$ cat config.mk
export PLATFORM = sky130hd
export DESIGN_NAME = dma_prio_arb
export DESIGN_NICKNAME = d
export VERILOG_FILES = /design/src/rtl/dma_prio_arb.sv
export SDC_FILE = /design/constraint.sdc
export NUM_CORES = 1
export LEC_CHECK = 0
export BUFFER_PORTS_ARGS = -buffer_cell sky130_fd_sc_hd__buf_2
export CAP_MARGIN = 30
export CORE_MARGIN = 4
export CORE_UTILIZATION = 45
export DETAILED_ROUTE_END_ITERATION = 16
export PLACE_DENSITY = 0.82
export REMOVE_ABC_BUFFERS = 1
export SKIP_LAST_GASP = 1
export SLEW_MARGIN = 30
export SYNTH_ARGS = -nofsm -noshare
export SYNTH_HDL_FRONTEND = slang
export SYNTH_SLANG_ARGS = --single-unit
$ cat constraint.sdc
create_clock -name clk -period 7.9 [get_ports clk]
set_input_delay 1.975 -clock clk [delete_from_list [all_inputs] [get_ports clk]]
set_output_delay 1.975 -clock clk [all_outputs]
set_load 0.01 [all_outputs]
$ cat src/rtl/dma_prio_arb.sv
module dma_prio_arb #(
  parameter int NCH  = 12,
  parameter int RW   = 4,
  parameter int MAXR = 10
) (
  input  logic              clk,
  input  logic              rst_n,
  input  logic [NCH-1:0]    en_set,
  input  logic [NCH-1:0]    hi_pri,
  input  logic [NCH-1:0]    m2m,
  input  logic [NCH-1:0]    per_req,
  input  logic [NCH*RW-1:0] rate,
  input  logic              xfer_done,
  input  logic              cycle_end,
  output logic [NCH-1:0]    ch_en,
  output logic [NCH-1:0]    grant,
  output logic              grant_vld
);
  localparam int CW = MAXR + 1;

  logic [NCH-1:0] en_q, grant_q;
  logic           vld_q;
  logic [CW-1:0]  cnt_q;
  logic [RW-1:0]  gr_rate;

  wire [NCH-1:0] req   = en_q & (m2m | per_req);
  wire [NCH-1:0] hreq  = req & hi_pri;
  wire [NCH-1:0] pool  = (|hreq) ? hreq : req;
  wire [NCH-1:0] pick  = pool & (~pool + {{(NCH-1){1'b0}}, 1'b1});

  always_comb begin
    gr_rate = '0;
    for (int i = 0; i < NCH; i++)
      if (grant_q[i]) gr_rate = gr_rate | rate[i*RW +: RW];
  end

  wire [RW-1:0] rc     = (gr_rate > RW'(MAXR)) ? RW'(MAXR) : gr_rate;
  wire [CW-1:0] lim    = CW'(1) << rc;
  wire [CW-1:0] cnt_nx = cnt_q + CW'(1);
  wire          rel    = vld_q && (cycle_end || (xfer_done && cnt_nx == lim));
  wire [NCH-1:0] clr   = (vld_q && cycle_end) ? grant_q : '0;

  always_ff @(posedge clk) begin
    if (!rst_n) begin
      en_q    <= '0;
      grant_q <= '0;
      vld_q   <= 1'b0;
      cnt_q   <= '0;
    end else begin
      en_q <= (en_q & ~clr) | en_set;
      if (!vld_q) begin
        cnt_q <= '0;
        if (|req) begin
          grant_q <= pick;
          vld_q   <= 1'b1;
        end
      end else if (rel) begin
        grant_q <= '0;
        vld_q   <= 1'b0;
        cnt_q   <= '0;
      end else if (xfer_done) begin
        cnt_q <= cnt_nx;
      end
    end
  end

  assign ch_en     = en_q;
  assign grant     = grant_q;
  assign grant_vld = vld_q;
endmodule


# Yosys cells after proc, flatten, opt, wreduce, memory -nomap -nowiden

Cells that the tools add are included.

Register bits after elaboration: 36
Output and inout bits: 25
Logic and storage cells: 61

Add/subtract/negate cells: 2
Order comparisons: 1
Eq/ne operators: 2
Shift operators: 1
Multiplexer cells: 21
Bitwise operators: 21
Reduce and logical (&&, ||, !) cells: 9

Operator list:

| cell                                                  | number |
|---|---|
| two-way mux 12 bit                                    | 5 |
| two-way mux 4 bit                                     | 13 |
| bitwise AND 12 bit                                    | 4 |
| OR 4 bit                                              | 11 |
| inverter 12 bit                                       | 2 |
| OR 12 bit                                             | 2 |
| OR reduction 12 bit                                   | 2 |
| adder 12 x 1 -> 12 bit (second input constant)        | 1 |
| adder 11 x 1 -> 11 bit (second input constant)        | 1 |
| == test 11 bit                                        | 1 |
| << shifter 1 x 4 -> 11 bit (first input constant)     | 1 |
| greater-than comparator 4 bit (second input constant) | 1 |
| logical AND 1 bit                                     | 3 |
| two-way mux 1 bit                                     | 3 |
| OR reduction 3 bit                                    | 1 |
| != test 2 x 1 -> 1 bit (second input constant)        | 1 |
| inverter 1 bit                                        | 2 |
| AND reduction 2 bit                                   | 1 |
| nonzero test 2 bit                                    | 1 |
| logical OR 1 bit                                      | 1 |

# Longest topological paths before layout

Gate-level depths: netlist of the first run.

Depth after elaboration: 32
Mapped depth: 10

# Worst setup path before layout of the first run

No wires, ideal clock.

Path kind: in2reg
Start point: in rate[8]
End point: reg grant_q[10] (netlist: grant[10])
Setup time: 121 ps
Arrival: 3868 ps
Setup slack: 3911 ps
Stages on the path: 9
Buffers on the path: 1
Cells stage by stage: a22o_2 -> a221oi_1 -> nand3_2 -> nor3_2 -> mux2i_1 -> a31oi_2 -> nor4_4 -> buf_6 -> o21ai_2

Word-level cells in the longest chain between the ends: 29

Ends and longest elaborated chain:

| element                            | RTL line | RTL |
|---|---|---|
| start, declared                    | 12       | `input logic [NCH*RW-1:0] rate,` |
| OR 4 bit *                         | 34       | `if (grant_q[i]) gr_rate = gr_rate \| rate[i*RW +: RW];` |
| two-way mux 4 bit *                | 34       |  |
| OR 4 bit                           | 34       |  |
| two-way mux 4 bit *                | 34       |  |
| OR 4 bit                           | 34       |  |
| two-way mux 4 bit *                | 34       |  |
| OR 4 bit                           | 34       |  |
| two-way mux 4 bit *                | 34       |  |
| [13 not listed]                    | --       |  |
| two-way mux 4 bit *                | 37       | `wire [RW-1:0] rc = (gr_rate > RW'(MAXR)) ? RW'(MAXR) : gr_rate;` |
| << shifter 1 x 4 -> 11 bit *       | 38       | `wire [CW-1:0] lim = CW'(1) << rc;` |
| == test 11 bit *                   | 40       | `wire rel = vld_q && (cycle_end \|\| (xfer_done && cnt_nx == lim));` |
| logical AND 1 bit *                | 40       |  |
| logical OR 1 bit *                 | 40       |  |
| logical AND 1 bit *                | 40       |  |
| != test 2 x 1 -> 1 bit (no line) * | --       |  |
| AND reduction 2 bit (no line) *    | --       |  |
| end signal, assigned               | 54       | `grant_q <= pick;` |
| end, declared                      | 21       | `logic [NCH-1:0] en_q, grant_q;` |

Mark *: on every way between the ends. The rest lies on a longest branch, timed or not.
A chain may end at the register's enable or synchronous reset.

# Final worst setup path of the first run

Start point: in rate[4]
End point: reg vld_q (netlist: grant_vld)

Word-level cells in the longest chain between the ends: 31

Ends and longest elaborated chain:

| element                      | RTL line | RTL |
|---|---|---|
| OR 4 bit *                   | 34       |  |
| two-way mux 4 bit *          | 34       |  |
| OR 4 bit                     | 34       |  |
| two-way mux 4 bit *          | 34       |  |
| OR 4 bit                     | 34       |  |
| two-way mux 4 bit *          | 34       |  |
| OR 4 bit                     | 34       |  |
| two-way mux 4 bit *          | 34       |  |
| [15 not listed]              | --       |  |
| two-way mux 4 bit *          | 37       |  |
| << shifter 1 x 4 -> 11 bit * | 38       |  |
| == test 11 bit *             | 40       |  |
| logical AND 1 bit *          | 40       |  |
| logical OR 1 bit *           | 40       |  |
| logical AND 1 bit *          | 40       |  |
| two-way mux 1 bit *          | 57       | `end else if (rel) begin` |
| two-way mux 1 bit *          | 51       | `if (!vld_q) begin` |
| end signal, assigned         | 47       | `vld_q <= 1'b0;` |
| end signal, assigned         | 55       | `vld_q <= 1'b1;` |
| end signal, assigned         | 59       | `vld_q <= 1'b0;` |
| end, declared                | 22       | `logic vld_q;` |

Marked as above.

==> results of run 1 <==
[worst paths after layout]
path	start	end	slack, ps	cells past startpoint
worst max-delay path	rate[4]	grant_vld	3640	10
worst min-delay path	ch_en[4]	ch_en[4]	530	2
worst max register to register	grant[11]	grant_vld	4970	9
worst min register to register	ch_en[4]	ch_en[4]	530	2
[state kept, by name, summed over array words and instances, names as in the netlist]
register / flops
cnt_q: 11
grant_vld: 1
ch_en: 12
grant: 12
[kinds of logic after synthesis]
group	after synthesis	share of synthesized area [%]
muxes	3	1.14
xor gates and xnor gates	17	5.93
AOI/OAI and AO/OA	111	29.3
buffers and inverters	19	4.13
DFF	36	27.3
adders and majority gates	1	0.475
and+or+nand+nor	149	31.7
[metrics by stage]
step	util, %	power, mW	setup slack, ps	cell area, um2	hold WS [ps]
finish	59.9	0.502	3640	3360	530
global placement	58.3	0.363	3510	3270	507
detailed placement	58.3	0.369	3410	3270	522
CTS	59.9	0.501	3700	3360	532
floorplan	-	0.304	3410	2540	509
global route	59.9	0.528	3490	3360	563
[cell type report]
type / count / area (um2)
well taps: 72 / 90.1
flip-flops and latches: 36 / 721
multi-input cells: 281 / 1810
repair buffers: 126 / 636
fillers: 520 / 2250
inverters: 4 / 15.0
clock buffers: 8 / 90.1
[metal layers]
layer	wire length, um	track usage [%]
met1	3660	30.8
met2	3800	36.4
met3	812	3.83
met4	129	7.63
met5	0	0
[critical path: stages]
cell,delay [ps]
buf_2,100
a22o_1,220
a221oi_1,440
nand3_2,310
nor3_2,270
mux2i_1,230
a31oi_2,80
nor4_4,310
buf_4,340
o22ai_1,140
[Yosys cell counts (2+ instances only)]
cell type / instances / area [um2]
xnor2_1: 9 / 78.8
inv_1: 4 / 15.0
o211ai_1: 7 / 52.6
nor3_4: 2 / 32.5
o22ai_1: 2 / 12.5
o21bai_1: 6 / 45.0
o21ai_0: 21 / 105
a31oi_1: 8 / 50.1
buf_6: 3 / 33.8
nor3_1: 16 / 80.1
and3_1: 5 / 31.3
xor2_1: 7 / 61.3
or3_4: 2 / 22.5
o21ai_2: 8 / 70.1
o2111ai_1: 2 / 17.5
nor2_1: 16 / 60.1
nor2b_1: 14 / 87.6
nor4b_1: 2 / 17.5
buf_2: 4 / 20.0
nand2_1: 38 / 143
clkbuf_1: 7 / 26.3
and2_1: 4 / 25.0
nand3_1: 20 / 100
a21oi_1: 14 / 70.1
a221oi_1: 3 / 26.3
a22o_1: 4 / 35.0
mux2i_1: 3 / 30.0
nor4_1: 4 / 25.0
a22oi_1: 18 / 135
a32oi_1: 4 / 35.0
dfxtp_1: 36 / 721
nand4_1: 10 / 62.6
nor2_2: 2 / 12.5
o21a_1: 7 / 52.6
[where the power goes]
| group | internal [mW] | total [mW] | switching (mW) |
|---|---|---|---|
| logic | 0.0663 | 0.166 | 0.0999 |
| clock network | 0.0711 | 0.134 | 0.0632 |
| registers | 0.190 | 0.201 | 0.0118 |
==> reports/qor.yml, run 1 <==
clock_network:
  h-tree-depth: 2
  clk_path_buf_depth: 2
  cts-resized-gates: 0
  post_cts_buffers: 0
  cts_tree: "done"
  holdBufCountCts: 0
  cts-root-buf: "clkbuf_8"
  cts_buffers: 5
  clock_latency_ps: 280
  path_clk_slew_ps: 70
  cts.sinks: 36
timing:
  fin_setup_tns_ps: 0
  slew_viol_final: 0
  maxSlewHeadroom_pct: 39.1
  period_share_pct: 53.9
  skew_ps: 3.30
  tightest_slew_ps: 911
  setup_viol: 0
  post-route-min-period_ps: 4260
  rsz0062_at_grt: "false"
  report.final.hold_viol_count: 0
  clock.fmax_ghz: 0.235
pwr:
  power_density_nw_per_um2: 149
  ir_drop_mv: 0.0924
  p_leak_nw: 1.46
final_layout:
  drive_above_1_share_pct: 33.8
  insertedDiodeCount: 0
  nets: 555
  layout_commonest_cell: "buf_2"
  syn2layout_area_growth_pct: 27.4
  layout_common_cells: "124 x buf_2, 38 x nand2_1, 36 x dfxtp_1, 21 x o21ai_0, 20 x nand3_1"
  finalNonFillerCells: 527
floorplan:
  rows: 27
  ios: 125
  initial_utilization_pct: 47.0
  die_area_um2: 7150
  fp.dieH_um: 84.5
  core_um2: 5610
  die_width_um: 84.5
logic_synthesis:
  async_reset_ff_share_pct: 0
  synth_warnings: 0
  ys_ff_latch: 36
  synth_cell_types: 58
  synth.avg_cell_area_um2: 7.85
  synth_edf_count: 0
  netlist_area_um2: 2640
  synth_ff_type: "dfxtp_1"
  syn_inst: 336
  ys_seq_area_share_pct: 27.3
drt:
  finalWirelength_um: 8410
  drtPass1Iterations: 4
  ant_nets: 0
  avgViaCountPerCell: 5.80
  vias: 3059
  first_iter_violations: 223
  drc: 0
  wl_per_cell_um: 15.9
grt:
  gr-total-overflow: 0
  first_global_vias: 2922
  antenna_found_initial: 0
  grt_first_pass_wirelength_um: 13600
  grt_max_degree: 25
  grt_use_total_pct: 22.7
setup_path:
  start_kind: "input pin"
  endpoint_kind: "flip-flop"
  critical_path_required_ps: 8060
  crit_type: "input pin to flip-flop"
  worstPathArrival_ps: 4420
  crit_fanout: 24
place:
  place.gp.congestion: 0.889
  port_buffers: 124
  dpl.hpwl_um: 6660
  dpl.cell_count: 519
run:
  cap_viol_max_count: 0
min_path:
  hp-class: "flip-flop to flip-flop"
status:
  status: "finished, final reports clean"
Power figures use the tool's default switching activity.
==> inputs of run 2 (changes only) <==
--- a/config.mk
+++ b/config.mk
@@ -8,7 +8,7 @@
 export BUFFER_PORTS_ARGS = -buffer_cell sky130_fd_sc_hd__buf_2
 export CAP_MARGIN = 30
 export CORE_MARGIN = 4
-export CORE_UTILIZATION = 45
+export CORE_UTILIZATION = 43
 export DETAILED_ROUTE_END_ITERATION = 16
 export PLACE_DENSITY = 0.82
 export REMOVE_ABC_BUFFERS = 1
==> constraint.sdc (replaced) <==
create_clock -name clk -period 3.84 [get_ports clk]
set_input_delay 0.96 -clock clk [delete_from_list [all_inputs] [get_ports clk]]
set_output_delay 0.96 -clock clk [all_outputs]
set_load 0.01 [all_outputs]
==> run 2 against run 1 <==
Routed wire length increased by 5.0%; first-iteration DRC count decreased by 26%; highest routed layer unchanged; combinational power rose by 110%.
==> reports/qor.yml, run 2 (synthesis gave the netlist of run 1 again) <==
pwr:
  switchingPower_uw: 377  # +120%
  p_sw_share_pct: 36.6  # +1.7 points
  p_leak_nw: 1.47  # +0.51%
  p_clk_share_pct: 26.2  # -0.6 points
  power_density_nw_per_um2: 306  # +100%
  seqPwrFrac_pct: 40.2  # about the same
  p_int_uw: 654  # +100%
  ir_drop_mv: 0.180  # +95%
  combPwrFrac_pct: 33.6  # +0.5 points
  total_power_mw: 1.03  # +110%
final_layout:
  layout_commonest_cell: "buf_2"
  postLayoutCoreUtil_pct: 56.9  # -3.0 points
  insertedDiodeCount: 0  # unchanged
  syn2layout_area_growth_pct: 27.7
  final_cell_area_um2: 3370  # +0.26%
  finalNonFillerCells: 531  # +0.76%
  fillCellCount: 554  # +6.5%
  seq_area_um2: 721  # unchanged
  layout_common_cells: "124 x buf_2, 38 x nand2_1, 36 x dfxtp_1, 21 x o21ai_0, 20 x nand3_1"
  multiInputGateArea_um2: 1810  # unchanged
  drive_above_1_share_pct: 34.4  # +0.58 points
  nets: 556  # +0.18%
drt:
  avgViaCountPerCell: 5.92  # +2.0%
  finalWirelength_um: 8830  # +5.0%
  drc: 0  # unchanged
  vias: 3144  # +2.8%
  ant_nets: 0  # unchanged
  first_iter_violations: 166  # -26%
  drtPass1Iterations: 5  # +1
  wl_per_cell_um: 16.6  # +4.2%
place:
  dpl.cell_count: 523  # +0.77%
  dpl_cell_area_um2: 3280  # +0.34%
  port_buffers: 124  # unchanged
  place.gp.congestion: 0.941  # +5.8%
  dpl.hpwl_um: 6880  # +3.4%
  place_ws_ps: 345  # -3060 ps
clock_network:
  clock_latency_ps: 300  # +20 ps
  post_cts_buffers: 0  # unchanged
  clk_path_buf_depth: 2  # unchanged
  holdBufCountCts: 0  # unchanged
  cts-root-buf: "clkbuf_8"
  cts_buffers: 5  # unchanged
  h-tree-depth: 2  # unchanged
  path_clk_slew_ps: 80  # about the same
  cts-resized-gates: 0  # unchanged
  cts_tree: "done"
  cts.sinks: 36  # unchanged
setup_path:
  crit_fanout: 24  # unchanged
  crit_buf_inv: 2  # unchanged
  path_cells: "buf_2, a22o_1, a221oi_1, nand3_2, nor3_2, mux2i_1, a31oi_2, nor4_4, buf_4, o21ai_0"
  reg2reg_depth: 9  # unchanged
  r2r_slack_ps: 950  # -4020 ps
  r2r-start: "grant[11]"
  timing.rr.end: "grant[7]"
  crit_type: "input pin to flip-flop"
  critical_path_required_ps: 4010  # -4050 ps
  slowest_delay_ps: 420  # -20 ps
  start_kind: "input pin"
  cp_top_family: "compound AO/OA/AOI/OAI gates"
  worstPathArrival_ps: 3340  # -1080 ps
  crit_path_start: "rate[16]"
  endpoint_kind: "flip-flop"
  critical_path.slowest_cell: "a221oi_1"
timing:
  clock.fmax_ghz: 0.316
  slew_viol_final: 0  # unchanged
  period_share_pct: 82.5
  report.final.hold_viol_count: 0  # unchanged
  fin_setup_tns_ps: 0  # unchanged
  post-route-min-period_ps: 3170
  maxSlewHeadroom_pct: 40.3  # +1.1 points
  holdWs_ps: 533  # +3.12 ps
  fin_ws_ps: 672  # -2970 ps
  setup_viol: 0  # unchanged
  rsz0062_at_grt: "false"
  skew_ps: 9.76  # +6.45 ps
  tightest_slew_ps: 894  # -17.0 ps
min_path:
  hp-class: "flip-flop to flip-flop"
  holdPathStages: 2  # unchanged
  holdPathEnd: "ch_en[8]"
  min-delay-start: "ch_en[8]"
floorplan:
  core_um2: 5920  # +5.6%
  die_width_um: 86.3  # +2.1%
  rows: 28  # +3.7%
  fp.dieH_um: 86.3  # +2.1%
  ios: 125  # unchanged
  die_area_um2: 7450  # +4.2%
  initial_utilization_pct: 44.5  # -2.5 points
status:
  status: "finished, final reports clean"
run:
  cap_viol_max_count: 0  # unchanged
grt:
  antenna_found_initial: 0  # unchanged
  grt_max_degree: 25  # unchanged
  first_global_vias: 2995  # +2.5%
  gr-total-overflow: 0  # unchanged
  grt_first_pass_wirelength_um: 14100  # +3.9%
  grt_use_total_pct: 23.4  # +0.73 points
run 2: cell count changes in the layout (fill, tap and decap cells not counted), sizes merged:
cell	previous run	this run
buf	126	127
clkinv	0	3
clkbuf	8	5
run 2: how the worst max path moves through the flow:
stage	cells past startpoint	end
6_report	10	grant[7]
3_5_place_dp	10	grant[7]
2_1_floorplan	8	grant[5]
4_1_cts	10	grant[7]
5_1_grt	10	grant[5]
3_3_place_gp	10	grant[5]
run 2: worst reg2reg max path: stages (launching register included):
cell and delay (ps):
dfxtp_1 450, a22o_1 300, a221oi_1 390, nand3_2 290, nor3_2 270, mux2i_1 240
a31oi_2 70, nor4_4 270, buf_4 340, o21ai_0 160
run 2: metal layers:
| metal | global-route usage (%) | up-vias | share of wire [%] |
|---|---|---|---|
| met2 | 39.9 | 148 | 48 |
| li1 | - | 1519 | - |
| met3 | 3.33 | 14 | 7.7 |
| met1 | 30.6 | 1463 | 43 |
| met4 | 7.65 | 0 | 2.1 |
| met5 | 0 | - | 0 |
run 2: area by class of cell:
type	count	area share, %
Sequential cell	36	21.4
Multi-Input combinational cell	281	53.7
Clock buffer	5	2.04
Tap cell	75	2.79
Timing Repair Buffer	127	19.1
Inverter	4	0.446
Clock inverter	3	0.557
run 2: power by group through the flow:
stage	clock network [mW]	registers [mW]	logic (mW)
after CTS	0.273	0.414	0.343
after floorplan	0	0.423	0.203
after detailed placement	0	0.423	0.341
final	0.270	0.414	0.346
after global placement	0	0.421	0.334
after global routing	0.286	0.418	0.379
==> inputs of run 3 (changes only) <==
--- a/config.mk
+++ b/config.mk
@@ -5,10 +5,11 @@
 export SDC_FILE = /design/constraint.sdc
 export NUM_CORES = 1
 export LEC_CHECK = 0
+export ABC_AREA = 1
 export BUFFER_PORTS_ARGS = -buffer_cell sky130_fd_sc_hd__buf_2
 export CAP_MARGIN = 30
 export CORE_MARGIN = 4
-export CORE_UTILIZATION = 43
+export CORE_UTILIZATION = 45
 export DETAILED_ROUTE_END_ITERATION = 16
 export PLACE_DENSITY = 0.82
 export REMOVE_ABC_BUFFERS = 1
==> constraint.sdc (replaced) <==
create_clock -name clk -period 2.97 [get_ports clk]
set_input_delay 0.7425 -clock clk [delete_from_list [all_inputs] [get_ports clk]]
set_output_delay 0.7425 -clock clk [all_outputs]
set_load 0.01 [all_outputs]
==> run 3 against run 2 <==
Die area decreased by 2.9%; critical endpoint is now grant[10]; highest routed layer unchanged; sequential power is 29% higher; sequential share of layout area is 0.59 points lower; total power up 37%; clock-buffer cell count is the same; worst setup slack got worse by 120 ps.
==> reports/qor.yml, run 3 <==
setup_path:
  worstPathArrival_ps: 2600  # -740 ps
  reg2reg_depth: 14  # +5
  r2r_slack_ps: 550  # -400 ps
  path_cells: "ha_1, nand3_1, nor2_1, nand3_1, xor2_1, nor2_1, nor2_2, nand3_1, nor2_2, nand3_2, nand2_2, nand2_4, nor2_1, nor2_1"
  cp_top_family: "simple AND/OR/NAND/NOR gates"
  crit_buf_inv: 0  # -2
  start_kind: "flip-flop"
  critical_path.slowest_cell: "dfxtp_1"
  crit_top_cell: "nor2_1"
  crit_type: "flip-flop to flip-flop"
  timing.rr.end: "grant[10]"
  critical_path_required_ps: 3160  # -850 ps
  r2r-start: "cnt_q[0]"
  endpoint_kind: "flip-flop"
  crit_fanout: 13  # -46%
  slowest_delay_ps: 430  # about the same
min_path:
  holdPathEnd: "ch_en[3]"
  hp-class: "flip-flop to flip-flop"
  min-delay-start: "ch_en[3]"
  holdPathStages: 2  # unchanged
pwr:
  total_power_mw: 1.41  # +37%
  ir_drop_mv: 0.299  # +66%
  power_density_nw_per_um2: 408  # +33%
  p_leak_nw: 1.78  # +21%
floorplan:
  ios: 125  # unchanged
  initial_utilization_pct: 47.3  # +2.8 points
  fp.dieH_um: 85.0  # -1.5%
  die_area_um2: 7230  # -2.9%
  die_width_um: 85.0  # -1.5%
  rows: 27  # -3.6%
  core_um2: 5640  # -4.7%
final_layout:
  drive_above_1_share_pct: 31.0  # -3.4 points
  layout_common_cells: "141 x nand2_1, 124 x buf_2, 62 x nor2_1, 36 x dfxtp_1"
  layout_commonest_cell: "nand2_1"
  postLayoutCoreUtil_pct: 61.4  # +4.5 points
  multiInputGateArea_um2: 1760  # -2.5%
  nets: 661  # +19%
  syn2layout_area_growth_pct: 29.6
  seq_area_um2: 721  # unchanged
  fillCellCount: 548  # -1.1%
  insertedDiodeCount: 0  # unchanged
status:
  status: "finished, final reports clean"
clock_network:
  holdBufCountCts: 0  # unchanged
  post_cts_buffers: 0  # unchanged
  clk_path_buf_depth: 2  # unchanged
  cts_buffers: 5  # unchanged
  cts-resized-gates: 0  # unchanged
  path_clk_slew_ps: 80  # about the same
  clock_latency_ps: 300  # about the same
  h-tree-depth: 2  # unchanged
  cts_tree: "done"
  cts-root-buf: "clkbuf_8"
  cts.sinks: 36  # unchanged
timing:
  setup_viol: 0  # unchanged
  period_share_pct: 81.3
  fin_ws_ps: 554  # -117 ps
  fin_setup_tns_ps: 0  # unchanged
  skew_ps: 8.77  # -0.987 ps
  clock.fmax_ghz: 0.414
  maxSlewHeadroom_pct: 66.6  # +26 points
  report.final.hold_viol_count: 0  # unchanged
  rsz0062_at_grt: "false"
  slew_viol_final: 0  # unchanged
  tightest_slew_ps: 501  # -393 ps
  post-route-min-period_ps: 2420
  holdWs_ps: 518  # -15.7 ps
drt:
  drc: 0  # unchanged
  first_iter_violations: 125  # -25%
  finalWirelength_um: 8110  # -8.1%
  ant_nets: 0  # unchanged
  wl_per_cell_um: 12.8  # -23%
  vias: 3205  # +1.9%
  drtPass1Iterations: 5  # unchanged
  avgViaCountPerCell: 5.06  # -14%
grt:
  antenna_found_initial: 0  # unchanged
  gr-total-overflow: 0  # unchanged
  grt_use_total_pct: 22.4  # -1.0 points
  first_global_vias: 3070  # +2.5%
  grt_first_pass_wirelength_um: 13300  # -5.3%
  grt_max_degree: 22  # -12%
logic_synthesis:
  synth.avg_cell_area_um2: 6.14  # -22%
  syn_inst: 435  # +29%
  synth_common_cells: "141 x nand2_1, 62 x nor2_1, 36 x dfxtp_1, 35 x inv_1, 35 x nand3_1"
  synth_area_leaders: "dfxtp_1 27%, nand2_1 20%, nor2_1 8.7%"
  synth_ff_type: "dfxtp_1"
  ys_ff_latch: 36  # unchanged
  synth_cell_types: 33  # -43%
  yosysTopAreaCellShare_pct: 27.0  # -0.36 points
  ys_seq_area_share_pct: 27.0  # -0.36 points
  synth.largest_area_cell: "dfxtp_1"
  synth_warnings: 0  # unchanged
  synth_edf_count: 0  # unchanged
  netlist_area_um2: 2670  # +1.3%
  async_reset_ff_share_pct: 0  # unchanged
  yosysMostFrequentCell: "nand2_1"
run:
  cap_viol_max_count: 0  # unchanged
place:
  port_buffers: 124  # unchanged
  place.gp.congestion: 0.862  # -8.4%
  place_ws_ps: 409  # +63.8 ps
  dpl.hpwl_um: 6610  # -4.0%
-- run 3: changes by cell type in the layout (fill, tap and decap cells not counted), sizes merged, moves of 9 or more --
cell and change:
o21ai -17, a22oi -18, nor2 +55, xnor2 -10, nor3 -16, nor2b -14
nand2 +112, a21oi +16, a31oi -9, nand3 +20, inv +32
-- run 3: worst reg2reg max path, cell delays in order (launching register included) --
cell and delay (ps):
dfxtp_1 430, ha_1 240, nand3_1 110, nor2_1 180
nand3_1 110, xor2_1 320, nor2_1 90, nor2_2 110
nand3_1 90, nor2_2 140, nand3_2 100, nand2_2 90
nand2_4 120, nor2_1 130, nor2_1 50
-- run 3: cell families after synthesis --
family                   share of synthesized area, %
flip-flops                                       27.0
AND/OR/NAND/NOR                                  47.9
adder cells (fa/ha/maj)                         0.468
buffers and inverters                            7.07
AO/OA/AOI/OAI                                    14.7
XOR/XNOR                                         2.95
-- run 3: power by group --
part / switching, mW / internal (mW) / total, mW
clock network: 0.182 / 0.248 / 0.431
logic: 0.271 / 0.176 / 0.447
registers: 0.0289 / 0.507 / 0.536
-- run 3: routing by layer --
metal	vias to the layer above	wire length, um	GRT usage [%]
met5	-	0	0
met2	111	4170	41.1
li1	1655	-	-
met1	1430	3180	25.4
met4	0	102	8.35
met3	9	655	4.47
-- run 3: final cells by class --
class	instances	share of cell area [%]
multi-input combinational	353	50.9
inverter	38	4.12
sequential	36	20.8
clock buffer	5	1.99
timing repair buffer	126	18.4
clock inverter	3	1.23
tap	72	2.60
-- run 3: metrics by stage --
stage / area (um2) / cells
CTS: 3460 / 633
global placement: 3350 / 625
floorplan: 2630 / 427
detailed placement: 3350 / 625
finish: 3460 / 633
global route: 3460 / 633
-- run 3: worst max path at each step --
stage	startpoint	end	slack, ps	cells after the start
after floorplan	rate[15]	grant[3]	760	16
after global placement	per_req[10]	grant[9]	420	11
after detailed placement	per_req[4]	grant[10]	410	16
after CTS	cnt_q[0]	grant[10]	550	14
after global routing	cnt_q[0]	grant[3]	250	14
final	cnt_q[0]	grant[10]	550	14
